### src/rtl/unstick_pkg.sv
package unstick_pkg;

    localparam int PULSE_W = 4;
    localparam int DW      = PULSE_W + 2;
    localparam int STOP_B  = PULSE_W;
    localparam int TERM_B  = PULSE_W + 1;

    localparam logic [1:0] A_CFG  = 2'd0;
    localparam logic [1:0] A_LOAD = 2'd1;
    localparam logic [1:0] A_CTRL = 2'd2;
    localparam logic [1:0] A_ACT  = 2'd3;

    typedef struct packed {
        logic               term_imm;
        logic               stop_sel;
        logic [PULSE_W-1:0] pulses;
    } cfg_t;

    typedef enum logic [2:0] {
        S_IDLE,
        S_LOW,
        S_HIGH,
        S_SA,
        S_SB,
        S_SC,
        S_SD
    } seq_st_e;

    function automatic logic [DW-1:0] pack_cfg(input cfg_t c);
        logic [DW-1:0] v;
        v = '0;
        v[PULSE_W-1:0] = c.pulses;
        v[STOP_B]      = c.stop_sel;
        v[TERM_B]      = c.term_imm;
        return v;
    endfunction

    function automatic cfg_t unpack_cfg(input logic [DW-1:0] v);
        cfg_t c;
        c.pulses   = v[PULSE_W-1:0];
        c.stop_sel = v[STOP_B];
        c.term_imm = v[TERM_B];
        return c;
    endfunction

endpackage

### src/rtl/unstick_sync.sv
module unstick_sync #(
    parameter int STAGES = 2
) (
    input  logic clk,
    input  logic rst,
    input  logic d,
    output logic q
);
    logic [STAGES-1:0] chain;

    always_ff @(posedge clk) begin
        if (rst) chain <= '1;
        else     chain <= {chain[STAGES-2:0], d};
    end

    assign q = chain[STAGES-1];
endmodule

### src/rtl/unstick_regs.sv
module unstick_regs
    import unstick_pkg::*;
#(
    parameter int DFLT_PULSES = 9
) (
    input  logic          clk,
    input  logic          rst,
    input  logic          wr_en,
    input  logic [1:0]    wr_addr,
    input  logic [DW-1:0] wr_data,
    input  logic [1:0]    rd_addr,
    output logic [DW-1:0] rd_data,
    input  logic          seq_busy,
    input  logic          seq_stuck,
    output cfg_t          act_cfg,
    output logic          go,
    output logic          busy_all,
    output logic          load_pend
);
    localparam cfg_t CFG_RST = '{term_imm: 1'b0, stop_sel: 1'b1,
                                 pulses: PULSE_W'(DFLT_PULSES)};

    cfg_t shadow;
    logic go_q;

    assign busy_all = go_q | seq_busy;
    assign go       = go_q;

    always_ff @(posedge clk) begin
        if (rst) begin
            shadow    <= CFG_RST;
            act_cfg   <= CFG_RST;
            load_pend <= 1'b0;
            go_q      <= 1'b0;
        end else begin
            go_q <= 1'b0;
            if (wr_en && wr_addr == A_CTRL && wr_data[0] && !busy_all)
                go_q <= 1'b1;
            if (wr_en && wr_addr == A_CFG)
                shadow <= unpack_cfg(wr_data);
            if (load_pend && !busy_all) begin
                act_cfg   <= shadow;
                load_pend <= 1'b0;
            end
            if (wr_en && wr_addr == A_LOAD && wr_data[0])
                load_pend <= 1'b1;
        end
    end

    always_comb begin
        rd_data = '0;
        case (rd_addr)
            A_CFG:   rd_data = pack_cfg(shadow);
            A_LOAD:  rd_data[0] = load_pend;
            A_CTRL:  rd_data[1:0] = {seq_stuck, busy_all};
            default: rd_data = pack_cfg(act_cfg);
        endcase
    end
endmodule

### src/rtl/unstick_seq.sv
module unstick_seq
    import unstick_pkg::*;
#(
    parameter int HALF_DIV = 4
) (
    input  logic clk,
    input  logic rst,
    input  logic go,
    input  cfg_t act_cfg,
    input  logic sda_s,
    output logic busy,
    output logic stuck,
    output logic scl_oe,
    output logic sda_oe
);
    localparam int DIV_W = $clog2(HALF_DIV + 1);
    localparam logic [DIV_W-1:0] DIV_LAST = DIV_W'(HALF_DIV - 1);

    seq_st_e            st, st_n;
    logic [DIV_W-1:0]   div;
    logic [PULSE_W-1:0] done_cnt;
    cfg_t               cap;
    logic               tick, last_pulse, scl_n, sda_n;

    assign tick       = (div == DIV_LAST);
    assign last_pulse = (cap.term_imm && sda_s) ||
                        ((done_cnt + 1'b1) == cap.pulses);

    always_comb begin
        st_n = st;
        case (st)
            S_IDLE: if (go) begin
                if (act_cfg.pulses != '0) st_n = S_LOW;
                else if (act_cfg.stop_sel) st_n = S_SA;
            end
            S_LOW:  if (tick) st_n = S_HIGH;
            S_HIGH: if (tick) begin
                if (!last_pulse)       st_n = S_LOW;
                else if (cap.stop_sel) st_n = S_SA;
                else                   st_n = S_IDLE;
            end
            S_SA:   if (tick) st_n = S_SB;
            S_SB:   if (tick) st_n = S_SC;
            S_SC:   if (tick) st_n = S_SD;
            S_SD:   if (tick) st_n = S_IDLE;
            default: st_n = S_IDLE;
        endcase
        scl_n = (st_n == S_LOW) || (st_n == S_SA) || (st_n == S_SB);
        sda_n = (st_n == S_SB) || (st_n == S_SC);
    end

    always_ff @(posedge clk) begin
        if (rst) begin
            st       <= S_IDLE;
            div      <= '0;
            done_cnt <= '0;
            cap      <= '0;
            stuck    <= 1'b0;
            scl_oe   <= 1'b0;
            sda_oe   <= 1'b0;
        end else begin
            st     <= st_n;
            scl_oe <= scl_n;
            sda_oe <= sda_n;
            if (st == S_IDLE || st_n != st) div <= '0;
            else                            div <= div + 1'b1;
            if (st == S_IDLE && go) begin
                cap      <= act_cfg;
                done_cnt <= '0;
                if (act_cfg.pulses == '0) stuck <= ~sda_s;
            end
            if (st == S_HIGH && tick) begin
                done_cnt <= done_cnt + 1'b1;
                stuck    <= ~sda_s;
            end
        end
    end

    assign busy = (st != S_IDLE);
endmodule

### src/rtl/i2c_unstick.sv
module i2c_unstick
    import unstick_pkg::*;
#(
    parameter int HALF_DIV    = 4,
    parameter int DFLT_PULSES = 9,
    parameter int SYNC_STAGES = 2
) (
    input  logic          clk,
    input  logic          rst,
    input  logic          wr_en,
    input  logic [1:0]    wr_addr,
    input  logic [DW-1:0] wr_data,
    input  logic [1:0]    rd_addr,
    output logic [DW-1:0] rd_data,
    input  logic          sda_in,
    output logic          scl_oe,
    output logic          sda_oe
);
    cfg_t act_cfg;
    logic go, busy_all, load_pend, seq_busy, seq_stuck, sda_s;

    unstick_sync #(.STAGES(SYNC_STAGES)) u_sync (
        .clk(clk), .rst(rst), .d(sda_in), .q(sda_s)
    );

    unstick_regs #(.DFLT_PULSES(DFLT_PULSES)) u_regs (
        .clk(clk), .rst(rst),
        .wr_en(wr_en), .wr_addr(wr_addr), .wr_data(wr_data),
        .rd_addr(rd_addr), .rd_data(rd_data),
        .seq_busy(seq_busy), .seq_stuck(seq_stuck),
        .act_cfg(act_cfg), .go(go), .busy_all(busy_all),
        .load_pend(load_pend)
    );

    unstick_seq #(.HALF_DIV(HALF_DIV)) u_seq (
        .clk(clk), .rst(rst), .go(go), .act_cfg(act_cfg), .sda_s(sda_s),
        .busy(seq_busy), .stuck(seq_stuck),
        .scl_oe(scl_oe), .sda_oe(sda_oe)
    );
endmodule

### config.mk
export PLATFORM = sky130hd
export DESIGN_NAME = i2c_unstick
export DESIGN_NICKNAME = d
export VERILOG_FILES = /design/src/rtl/unstick_pkg.sv /design/src/rtl/unstick_sync.sv /design/src/rtl/unstick_regs.sv /design/src/rtl/unstick_seq.sv /design/src/rtl/i2c_unstick.sv
export SDC_FILE = /design/constraint.sdc
export NUM_CORES = 1
export LEC_CHECK = 0
export BUFFER_PORTS_ARGS = -buffer_cell sky130_fd_sc_hd__buf_2
export CAP_MARGIN = 20
export CORE_ASPECT_RATIO = 1.4
export CORE_MARGIN = 1.5
export CORE_UTILIZATION = 25
export DETAILED_ROUTE_END_ITERATION = 10
export PLACE_DENSITY = 0.44
export SLEW_MARGIN = 5
export SYNTH_ARGS = -nofsm -noshare
export SYNTH_HDL_FRONTEND = slang
export SYNTH_SLANG_ARGS = --single-unit
export TNS_END_PERCENT = 1
### constraint.sdc
create_clock -name clk -period 3.1 [get_ports clk]
set_input_delay 0.155 -clock clk [delete_from_list [all_inputs] [get_ports clk]]
set_output_delay 0.155 -clock clk [all_outputs]
set_load 0.02 [all_outputs]
==> impl_results.md, run 1 <==
- Run status: finished clean
- Post-Layout Cell Count: 276
- GRT Util Overall: 0.117
- GPL Wtd Cong: 0.792
- Critical Path Source Type: flop
- Clock Path Buffers: 2
- Leakage: 0.766 nW
- Post-CTS Setup Bufs: 0
- HP Class: in2reg
- Final wirelength: 3730 µm
- Comb power frac: 0.112
- Setup TNS: 0 ns
- Netlist cell types: 47
- Post-route ant nets: 0
- Period minus WS final: roughly 2.1 ns
- CP endpoint kind: flop
- Mapped Area: between 1500 and 2000 µm²
- Core region area: around 6500 µm²
- Final Hold Viols: 0
- Least-Margin Pin Slew: 0.714 ns
- DP Worst Slack: 1.01 ns
- Share of layout cells above drive strength 1: 0.193
- DR DRC count: 0
- Asr flop ratio synth: 0
- FMAX: between 400 and 500 MHz
- Data required time of the worst path: 3.28 ns
- Overflow after GRT: 0
- Initial drt markers: 35
- Sw frac: 0.257
- CP max FO: 15
- Seq/Total Area, Yosys: 0.417
- Nets@finish: 218
- H-tree Lvls: 2
- Register bit count reported by yosys: 35
- IO Pins: 22
- RSZ-0062 raised after global routing: no
- Post-DR wirelength/cell: around 14 µm
- Net Switching: 0.247 mW
- Placed insts: 268
- Final Max Tran Viols: 0
- Vias: 1368
- Area grow syn2layout: 15.0%
- Top delay family on crit path: flip-flops
- Main flop type after synthesis: dfxtp_1
- Largest net degree at the start of global routing: 34
- First-pass GRT wire length: 6530 µm
- Post-CTS Hold Buffers: 0
- Syn_nets: 199
- Relative slew margins: 0.522
- Clock skew: about 0.0075 ns
- Clk network pwr share: 0.384
- Slowest-stage cell, CP: dfxtp_1
- Vias in the first global route: approximately 1400
- Worst Slack Setup Final: 1.02 ns
- Ant diodes: 0
- Starting Density: 0.258
- Cell Chain, Critical Path: or4b_1 > nor2_8 > a221o_2 > nor2b_1 > mux2_4
- Clock latency on the worst-skew pair: 0.28 ns
- Peak supply drop: 0.188 mV
- Root Driver: clkbuf_8
- DP Wirelength: 2680 µm
- CP max stage delay: 0.67 ns
- Utilization after layout: 0.296
- Initial antenna violation count: 0
- Clock-pin slew on the worst setup and hold paths: 0.07 ns
- Post_cts resized: 0
- CTS Buf Count: 5
- CTS Sinks: 35
- Worst EP arrival: 2.26 ns
- Chip width: 72.3 µm
- Number of synthesized flops with an enable pin: 0
- Via density per instance: 4.96
- Port-buffer cells: 21
- CTS tree: done
- Fill count: roughly 700
- Setup CP Type: reg2reg
- Ys Warns: 0
- Max-cap viol count: 0
- Die Y-Extent: 100 µm
- Drt pass-1 iters: 4
- Synthesized instance count: 182
- Final worst path period share: 0.672
- P per Cell Area: 497 nW/µm²
- DIE AREA: between 7000 and 8000 µm²
- Crit path buf inv count: 0
- Syn Area/Cell: 9.24 µm²
- Num rows: 35
- Final setup vio count: 0
- P_int: 0.715 mW
- Sequential power share: 0.504
## metrics by stage
step                hold WS, ns  area [µm²]  power [mW]
finish                   0.0552        1930       0.961
global route             0.0520        1930        1.01
CTS                      0.0482        1930       0.976
detailed placement        0.347        1830       0.603
global placement          0.342        1830       0.603
floorplan                 0.259        1680       0.570
## logic make-up (layout without fill, tap and decap cells)
| logic type | after synthesis | count (layout) | share of synthesized area |
|---|---|---|---|
| multiplexers | 9 | 9 | 0.0647 |
| AND/OR/NAND/NOR | 74 | 74 | 0.261 |
| buffers and inverters | 12 | 32 | 0.0342 |
| XOR/XNOR | 7 | 7 | 0.0365 |
| adder cells (fa/ha/maj) | 3 | 3 | 0.0223 |
| AO/OA/AOI/OAI | 42 | 42 | 0.164 |
| flip-flops | 35 | 35 | 0.417 |
## power by group through the flow
stage	combinational, mW	clock (mW)	sequential (mW)
floorplan	0.0854	0	0.484
global placement	0.108	0	0.495
detailed placement	0.108	0	0.495
CTS	0.109	0.383	0.485
global route	0.120	0.400	0.487
finish	0.108	0.369	0.484
## area by class of cell
type / count / area, µm² / share of cell area
repair buffers: 21 / 105 / 0.0544
well taps: 74 / 92.6 / 0.0479
multi-input cells: 135 / 923 / 0.478
clock buffers: 8 / 100 / 0.0518
flip-flops and latches: 35 / 701 / 0.362
inverters: 3 / 11.3 / 0.00583
## sequential cells by signal (all words and copies together) (netlist names)
register and cells:
u_sync.chain 2, u_regs.load_pend 1, u_seq.cap 6, u_seq.st 3, u_seq.stuck 1, u_regs.act_cfg 6, u_seq.div 3, u_seq.sda_oe 1
u_regs.shadow 6, u_regs.go 1, u_seq.scl_oe 1, u_seq.done_cnt 4
## per-layer routing
metal,vias to the layer above,part of all wire,wire [µm],GRT usage
met5,-,0,0,0
met4,0,0.032,120,0.0595
met3,12,0.035,132,0.0311
met2,30,0.49,1850,0.204
met1,627,0.44,1640,0.129
li1,699,-,-,-
## cell usage after synthesis (4+ instances only)
cell type / number / area [µm²]
a21oi_1: 15 / 75.1
a211o_1: 6 / 52.6
o21ai_0: 5 / 25.0
nor2_1: 18 / 67.6
dfxtp_1: 35 / 701
nor2b_1: 5 / 31.3
buf_2: 4 / 20.0
nand2_1: 18 / 67.6
nand3_1: 4 / 20.0
clkbuf_1: 4 / 15.0
a22o_1: 5 / 43.8
and3_1: 4 / 25.0
mux2i_1: 6 / 60.1
xnor2_1: 5 / 43.8
## placed cells by master (no fill, tap or decap), types with 2 or more instances in the layout
cell      instances
nor2b_1           5
xnor2_1           5
a22o_1            5
nand2_1          18
buf_2            21
a211o_1           6
xor2_1            2
nand2b_1          2
and3_1            4
nor2_1           18
dfxtp_1          35
a21oi_1          15
nor3_1            2
or2_2             2
clkbuf_8          7
mux2i_1           6
nand3_1           4
nor4_1            3
o21ai_1           3
o21ai_0           5
nand3b_1          2
inv_1             3
nand4b_1          3
ha_1              3
## path summary, 6_finish.rpt
check	startpoint	end	slack, ns	depth (start not counted)
min reg2reg	u_sync.chain[0]$_SDFF_PP1_	u_sync.chain[1]$_SDFF_PP1_	0.40	1
min	sda_in	u_sync.chain[0]$_SDFF_PP1_	0.06	2
max	u_seq.st[0]$_SDFF_PP0_	u_seq.scl_oe$_SDFF_PP0_	1.02	5
max reg2reg	u_seq.st[0]$_SDFF_PP0_	u_seq.scl_oe$_SDFF_PP0_	1.02	5
Power figures use the tool's default switching activity.
==> inputs of run 2 (changes only) <==
- clock period: 3.1 -> 2.05 ns (I/O delays scaled with it)
==> impl_results.md, run 2 (same netlist as run 1, synthesis figures left out) <==
- Run status: finished clean
- CTS Sinks: 35 (unchanged)
- Root Driver: clkbuf_8
- Port-buffer cells: 21 (unchanged)
- Worst EP arrival: 2.10 ns (-0.16 ns)
- Worst Hold Slack: 0.0159 ns (-0.0393 ns)
- Least-Margin Pin Slew: 0.644 ns (-0.0700 ns)
- Utilization after layout: 0.307 (+0.0104)
- FF-to-FF Start: u_seq.div[0]$_SDFF_PP0_
- Layer with the highest usage: met2
- Num rows: 35 (unchanged)
- Clock latency on the worst-skew pair: 0.28 ns (about the same)
- H-tree Lvls: 2 (unchanged)
- Data required time of the worst path: 2.23 ns (-1.05 ns)
- Nets@finish: 227 (+4.1%)
- CTS Buf Count: 5 (unchanged)
- GRT Util Overall: 0.115 (-0.00156)
- Clk network pwr share: 0.348 (-0.036)
- Top delay family on crit path: compound AO/OA/AOI/OAI gates
- Sequential power share: 0.520 (+0.016)
- CP max stage delay: 0.32 ns (-0.35 ns)
- Met3 usage: 0.0251 (-0.00602)
- Ant diodes: 0 (unchanged)
- Vias in the first global route: 1366 (-4.5%)
- CP max FO: 11 (-4)
- Final Max Tran Viols: 0 (unchanged)
- First-pass GRT wire length: 6480 µm (-0.84%)
- Comb power frac: 0.133 (+0.021)
- Met2 global-route usage: 0.198 (-0.00570)
- Post-route ant nets: 0 (unchanged)
- Overall power: 1.39 mW (+45%)
- Sw frac: 0.264 (+0.00759)
- Share of layout cells above drive strength 1: 0.237 (+0.0439)
- Commonest non-fill, non-tap cell in the layout: dfxtp_1
- CTS tree: done
- Setup CP Type: reg2reg
- RSZ-0062 raised after global routing: no
- Hold wc startpoint: wr_data[3]
- Critical Path Source Type: flop
- Clock skew: 0.00898 ns (+0.00148 ns)
- Clock Path Buffers: 2 (unchanged)
- Relative slew margins: 0.571 (+0.0488)
- Peak supply drop: 0.309 mV (+64%)
- Post-DR wirelength/cell: 13.4 µm (-1.1%)
- DP Worst Slack: 0.0599 ns (-0.948 ns)
- Top Registers: u_regs.act_cfg (6), u_regs.shadow (6), u_seq.cap (6)
- P_int: 1.02 mW (+43%)
- Hold depth: 2 (unchanged)
- P per Cell Area: 695 nW/µm² (+40%)
- Clock-pin slew on the worst setup and hold paths: 0.07 ns (about the same)
- Crit path buf inv count: 0 (unchanged)
- Initial drt markers: 55 (+57%)
- CP endpoint kind: flop
- Via density per instance: 4.93 (-0.54%)
- Final worst path period share: 0.938 (+0.265)
- Cell Chain, Critical Path: ha_1 > ha_2 > o21ai_0 > a21oi_1 > a221o_2 > nor2b_1 > mux2_4
- Final wirelength: 3810 µm (+2.1%)
- Die Y-Extent: 100 µm (unchanged)
- DIE AREA: 7230 µm² (unchanged)
- Area grow syn2layout: 19.0%
- Chip width: 72.3 µm (unchanged)
- HP Class: in2reg
- Max-cap viol count: 0 (unchanged)
- FF-to-FF path depth: 7 (+2)
- Worst Slack Setup Final: 0.128 ns (-0.888 ns)
- Final Hold Viols: 0 (unchanged)
- Post-CTS Setup Bufs: 0 (unchanged)
- DR DRC count: 0 (unchanged)
- IO Pins: 22 (unchanged)
- FMAX: 520 MHz (+8.4%)
- Worst Hold Endpoint: u_regs.shadow[3]$_SDFFE_PP1P_
- GPL Wtd Cong: 0.746 (-5.8%)
- Starting Density: 0.258 (unchanged)
- DP Wirelength: 2680 µm (+0.14%)
- Core region area: 6530 µm² (unchanged)
- Overflow after GRT: 0 (unchanged)
- Largest net degree at the start of global routing: 34 (unchanged)
- Vias: 1405 (+2.7%)
- Final setup vio count: 0 (unchanged)
- Drt pass-1 iters: 4 (unchanged)
- Leakage: 0.801 nW (+4.5%)
- Initial antenna violation count: 0 (unchanged)
- Period minus WS final: 1.92 ns (-0.162 ns)
- Leading cell types in the layout, fill and taps excluded: dfxtp_1 (34), buf_2 (21), nor2_1 (18), nand2_1 (18), a21oi_1 (15)
- M1 GR Usage: 0.134 (+0.00529)
- Net Switching: 0.368 mW (+49%)
- Reg2Reg Setup Slack: 0.13 ns (-0.89 ns)
- Setup TNS: 0 ns (unchanged)
- FF-to-FF End: u_seq.scl_oe$_SDFF_PP0_
- Slowest-stage cell, CP: dfxtp_1
-- run 2: changes by cell type in the layout (fill, tap and decap cells not counted), sizes merged --
cell and change:
clkinv +1, buf +8, dlygate4sd3 +1, clkbuf -1
-- run 2: area by class of cell --
cell class / count / area (µm²)
inverters: 3 / 11.3
multi-input cells: 135 / 938
clock buffers: 7 / 76.3
flip-flops and latches: 35 / 702
clock inverters: 1 / 5.00
repair buffers: 30 / 175
fillers: 691 / 4520
well taps: 74 / 92.6
-- run 2: per-layer routing --
layer	part of all wire	up-vias
li1	-	717
met1	0.44	652
met2	0.50	32
met3	0.040	4
met4	0.019	0
met5	0	-
-- run 2: what timing repair did --
action / CTS / global route
gates resized for setup: 1 / 3
hold endpoints to repair: 1 / 0
hold buffers: 1 / 0
setup endpoints to repair: 1 / 5
-- run 2: worst max-delay path by stage --
stage	from	endpoint	slack, ns	cells past startpoint
global placement	u_seq.div[0]$_SDFF_PP0_	u_seq.scl_oe$_SDFF_PP0_	0.08	7
finish	u_seq.div[0]$_SDFF_PP0_	u_seq.scl_oe$_SDFF_PP0_	0.13	7
CTS	u_seq.div[0]$_SDFF_PP0_	u_seq.scl_oe$_SDFF_PP0_	0.05	7
detailed placement	u_seq.div[0]$_SDFF_PP0_	u_seq.scl_oe$_SDFF_PP0_	0.06	7
floorplan	u_seq.div[0]$_SDFF_PP0_	u_seq.scl_oe$_SDFF_PP0_	0.14	8
global route	u_seq.div[0]$_SDFF_PP0_	u_seq.div[1]$_SDFF_PP0_	0.03	7
-- run 2: stage by stage --
stage / instance area (µm²) / cells
floorplan: 1680 / 182
global placement: 1890 / 276
detailed placement: 1890 / 276
CTS: 1990 / 285
global route: 2000 / 285
finish: 2000 / 285
-- run 2: power by group through the flow --
stage                     registers (mW)  clock network [mW]  logic, mW
final                              0.723               0.484      0.185
after global routing               0.726               0.535      0.206
after CTS                          0.722               0.511      0.184
after detailed placement           0.737                   0      0.181
after global placement             0.738                   0      0.183
after floorplan                    0.733                   0      0.129
-- run 2: worst register-to-register path: cells and delay by family (launching register included) --
family,cells,cell delay [ns]
AND/OR/NAND/NOR,1,0.13
adder cells (fa/ha/maj),2,0.45
flip-flops,1,0.32
AO/OA/AOI/OAI,3,0.65
multiplexers,1,0.28
==> inputs of run 3 (changes only) <==
- RECOVER_POWER: not set -> 25
==> impl_results.md, run 3 (same netlist as run 1, synthesis figures left out) <==
- Run status: finished clean
- Port-buffer cells: 21 (unchanged)
- Peak supply drop: 0.309 mV (about the same)
- DP Worst Slack: 0.0599 ns (unchanged)
- HP Class: in2reg
- Initial antenna violation count: 0 (unchanged)
- Via density per instance: 4.94 (+0.14%)
- DIE AREA: 7230 µm² (unchanged)
- Setup TNS: 0 ns (unchanged)
- Setup CP Type: reg2reg
- CTS Buf Count: 5 (unchanged)
- Post-CTS Setup Bufs: 0 (unchanged)
- Least-Margin Pin Slew: 0.646 ns (+0.00184 ns)
- Cell Chain, Critical Path: ha_1 > ha_2 > o21ai_0 > a21oi_1 > a221o_2 > nor2b_1 > mux2_4
- RSZ-0062 raised after global routing: no
- Post-route ant nets: 0 (unchanged)
- Leading cell types in the layout, fill and taps excluded: dfxtp_1 (34), nor2_1 (18), nand2_1 (18), buf_2 (18), a21oi_1 (15)
- Max-cap viol count: 0 (unchanged)
- Starting Density: 0.258 (unchanged)
- Largest net degree at the start of global routing: 34 (unchanged)
- Worst Slack Setup Final: 0.128 ns (-0.0000770 ns)
- DR DRC count: 0 (unchanged)
- Overflow after GRT: 0 (unchanged)
- Critical Path Source Type: flop
- Chip width: 72.3 µm (unchanged)
- First-pass GRT wire length: 6480 µm (unchanged)
- Initial drt markers: 60 (+9.1%)
- GPL Wtd Cong: 0.746 (unchanged)
- Root Driver: clkbuf_8
- Top Registers: u_regs.act_cfg (6), u_regs.shadow (6), u_seq.cap (6)
- Commonest non-fill, non-tap cell in the layout: dfxtp_1
- Ant diodes: 0 (unchanged)
- P per Cell Area: 699 nW/µm² (+0.48%)
- Relative slew margins: 0.569 (-0.00123)
- Share of layout cells above drive strength 1: 0.213 (-0.0237)
- Leakage: 0.784 nW (-2.1%)
- Slowest-stage cell, CP: dfxtp_1
- Vias in the first global route: 1366 (unchanged)
- Vias: 1407 (+0.14%)
- Period minus WS final: 1.92 ns (+0.0000770 ns)
- Clock Path Buffers: 2 (unchanged)
- CTS tree: done
- Core region area: 6530 µm² (unchanged)
- Die Y-Extent: 100 µm (unchanged)
- Post-DR wirelength/cell: 13.4 µm (about the same)
- Clock-pin slew on the worst setup and hold paths: 0.07 ns (about the same)
- CP endpoint kind: flop
- Worst EP arrival: 2.10 ns (about the same)
- Num rows: 35 (unchanged)
- Area grow syn2layout: 18.2%
- Final Max Tran Viols: 0 (unchanged)
- CP max FO: 11 (unchanged)
- FMAX: 520 MHz (about the same)
- CTS Sinks: 35 (unchanged)
- Final setup vio count: 0 (unchanged)
- Clock skew: 0.00898 ns (unchanged)
- Clock latency on the worst-skew pair: 0.28 ns (about the same)
- Reg2Reg Setup Slack: 0.13 ns (about the same)
- Data required time of the worst path: 2.23 ns (about the same)
- Final wirelength: 3820 µm (about the same)
- CP max stage delay: 0.32 ns (about the same)
- H-tree Lvls: 2 (unchanged)
- Drt pass-1 iters: 4 (unchanged)
- Nets@finish: 227 (unchanged)
- Final Hold Viols: 0 (unchanged)
- Final worst path period share: 0.938 (about the same)
- GRT Util Overall: 0.115 (unchanged)
- IO Pins: 22 (unchanged)
- DP Wirelength: 2680 µm (unchanged)
==> run 3: changes by cell type in the layout (fill, tap and decap cells not counted), sizes merged <==
cell    delta
clkbuf     +4
buf        -4
==> run 3: metrics by stage <==
step	util	hold slack (ns)	power (mW)	area, µm²	cells
final	0.305	0.0159	1.39	1990	285
after global routing	0.305	0.0190	1.46	1990	285
after CTS	0.304	0.00943	1.42	1990	285
after detailed placement	0.290	0.291	0.919	1890	276
after global placement	0.290	0.285	0.921	1890	276
after floorplan	-	0.206	0.862	1680	182
==> run 3: worst paths after layout <==
| check | startpoint | to | cells past startpoint |
|---|---|---|---|
| worst min-delay path | wr_data[3] | u_regs.shadow[3]$_SDFFE_PP1P_ | 2 |
| worst max register to register | u_seq.div[0]$_SDFF_PP0_ | u_seq.scl_oe$_SDFF_PP0_ | 7 |
| worst max-delay path | u_seq.div[0]$_SDFF_PP0_ | u_seq.scl_oe$_SDFF_PP0_ | 7 |
| worst min register to register | u_sync.chain[0]$_SDFF_PP1_ | u_sync.chain[1]$_SDFF_PP1_ | 1 |
==> run 3: critical path, delay by kind of cell (launching register included) <==
| kind | cells | cell delay (ns) |
|---|---|---|
| compound gates | 3 | 0.65 |
| fa+ha+maj | 2 | 0.45 |
| flops | 1 | 0.32 |
| mux | 1 | 0.28 |
| simple gates | 1 | 0.13 |
==> run 3: cell type report <==
class	instances	area (µm²)
clock inverter	1	5.00
tap	74	92.6
inverter	3	11.3
timing repair buffer	30	168
fill	693	4540
clock buffer	7	76.3
sequential	35	702
multi-input combinational	135	933
==> run 3: layer usage <==
metal  vias to the layer above  wire [µm]  track usage
met5                         -          0            0
li1                        717          -            -
met4                         0         73       0.0566
met3                         4        154       0.0251
met1                       654       1700        0.134
met2                        32       1890        0.198
==> run 3: power by group <==
group	switching (mW)	total (mW)	internal, mW
sequential	0.0214	0.723	0.702
clock	0.245	0.484	0.239
combinational	0.101	0.182	0.0813
==> run 3: what timing repair did <==
action                     in CTS  in global routing
hold buffers                    1                  0
setup endpoints to repair       1                  5
gates cloned                    0                  0
hold endpoints to repair        1                  0
gates resized for setup         1                  3
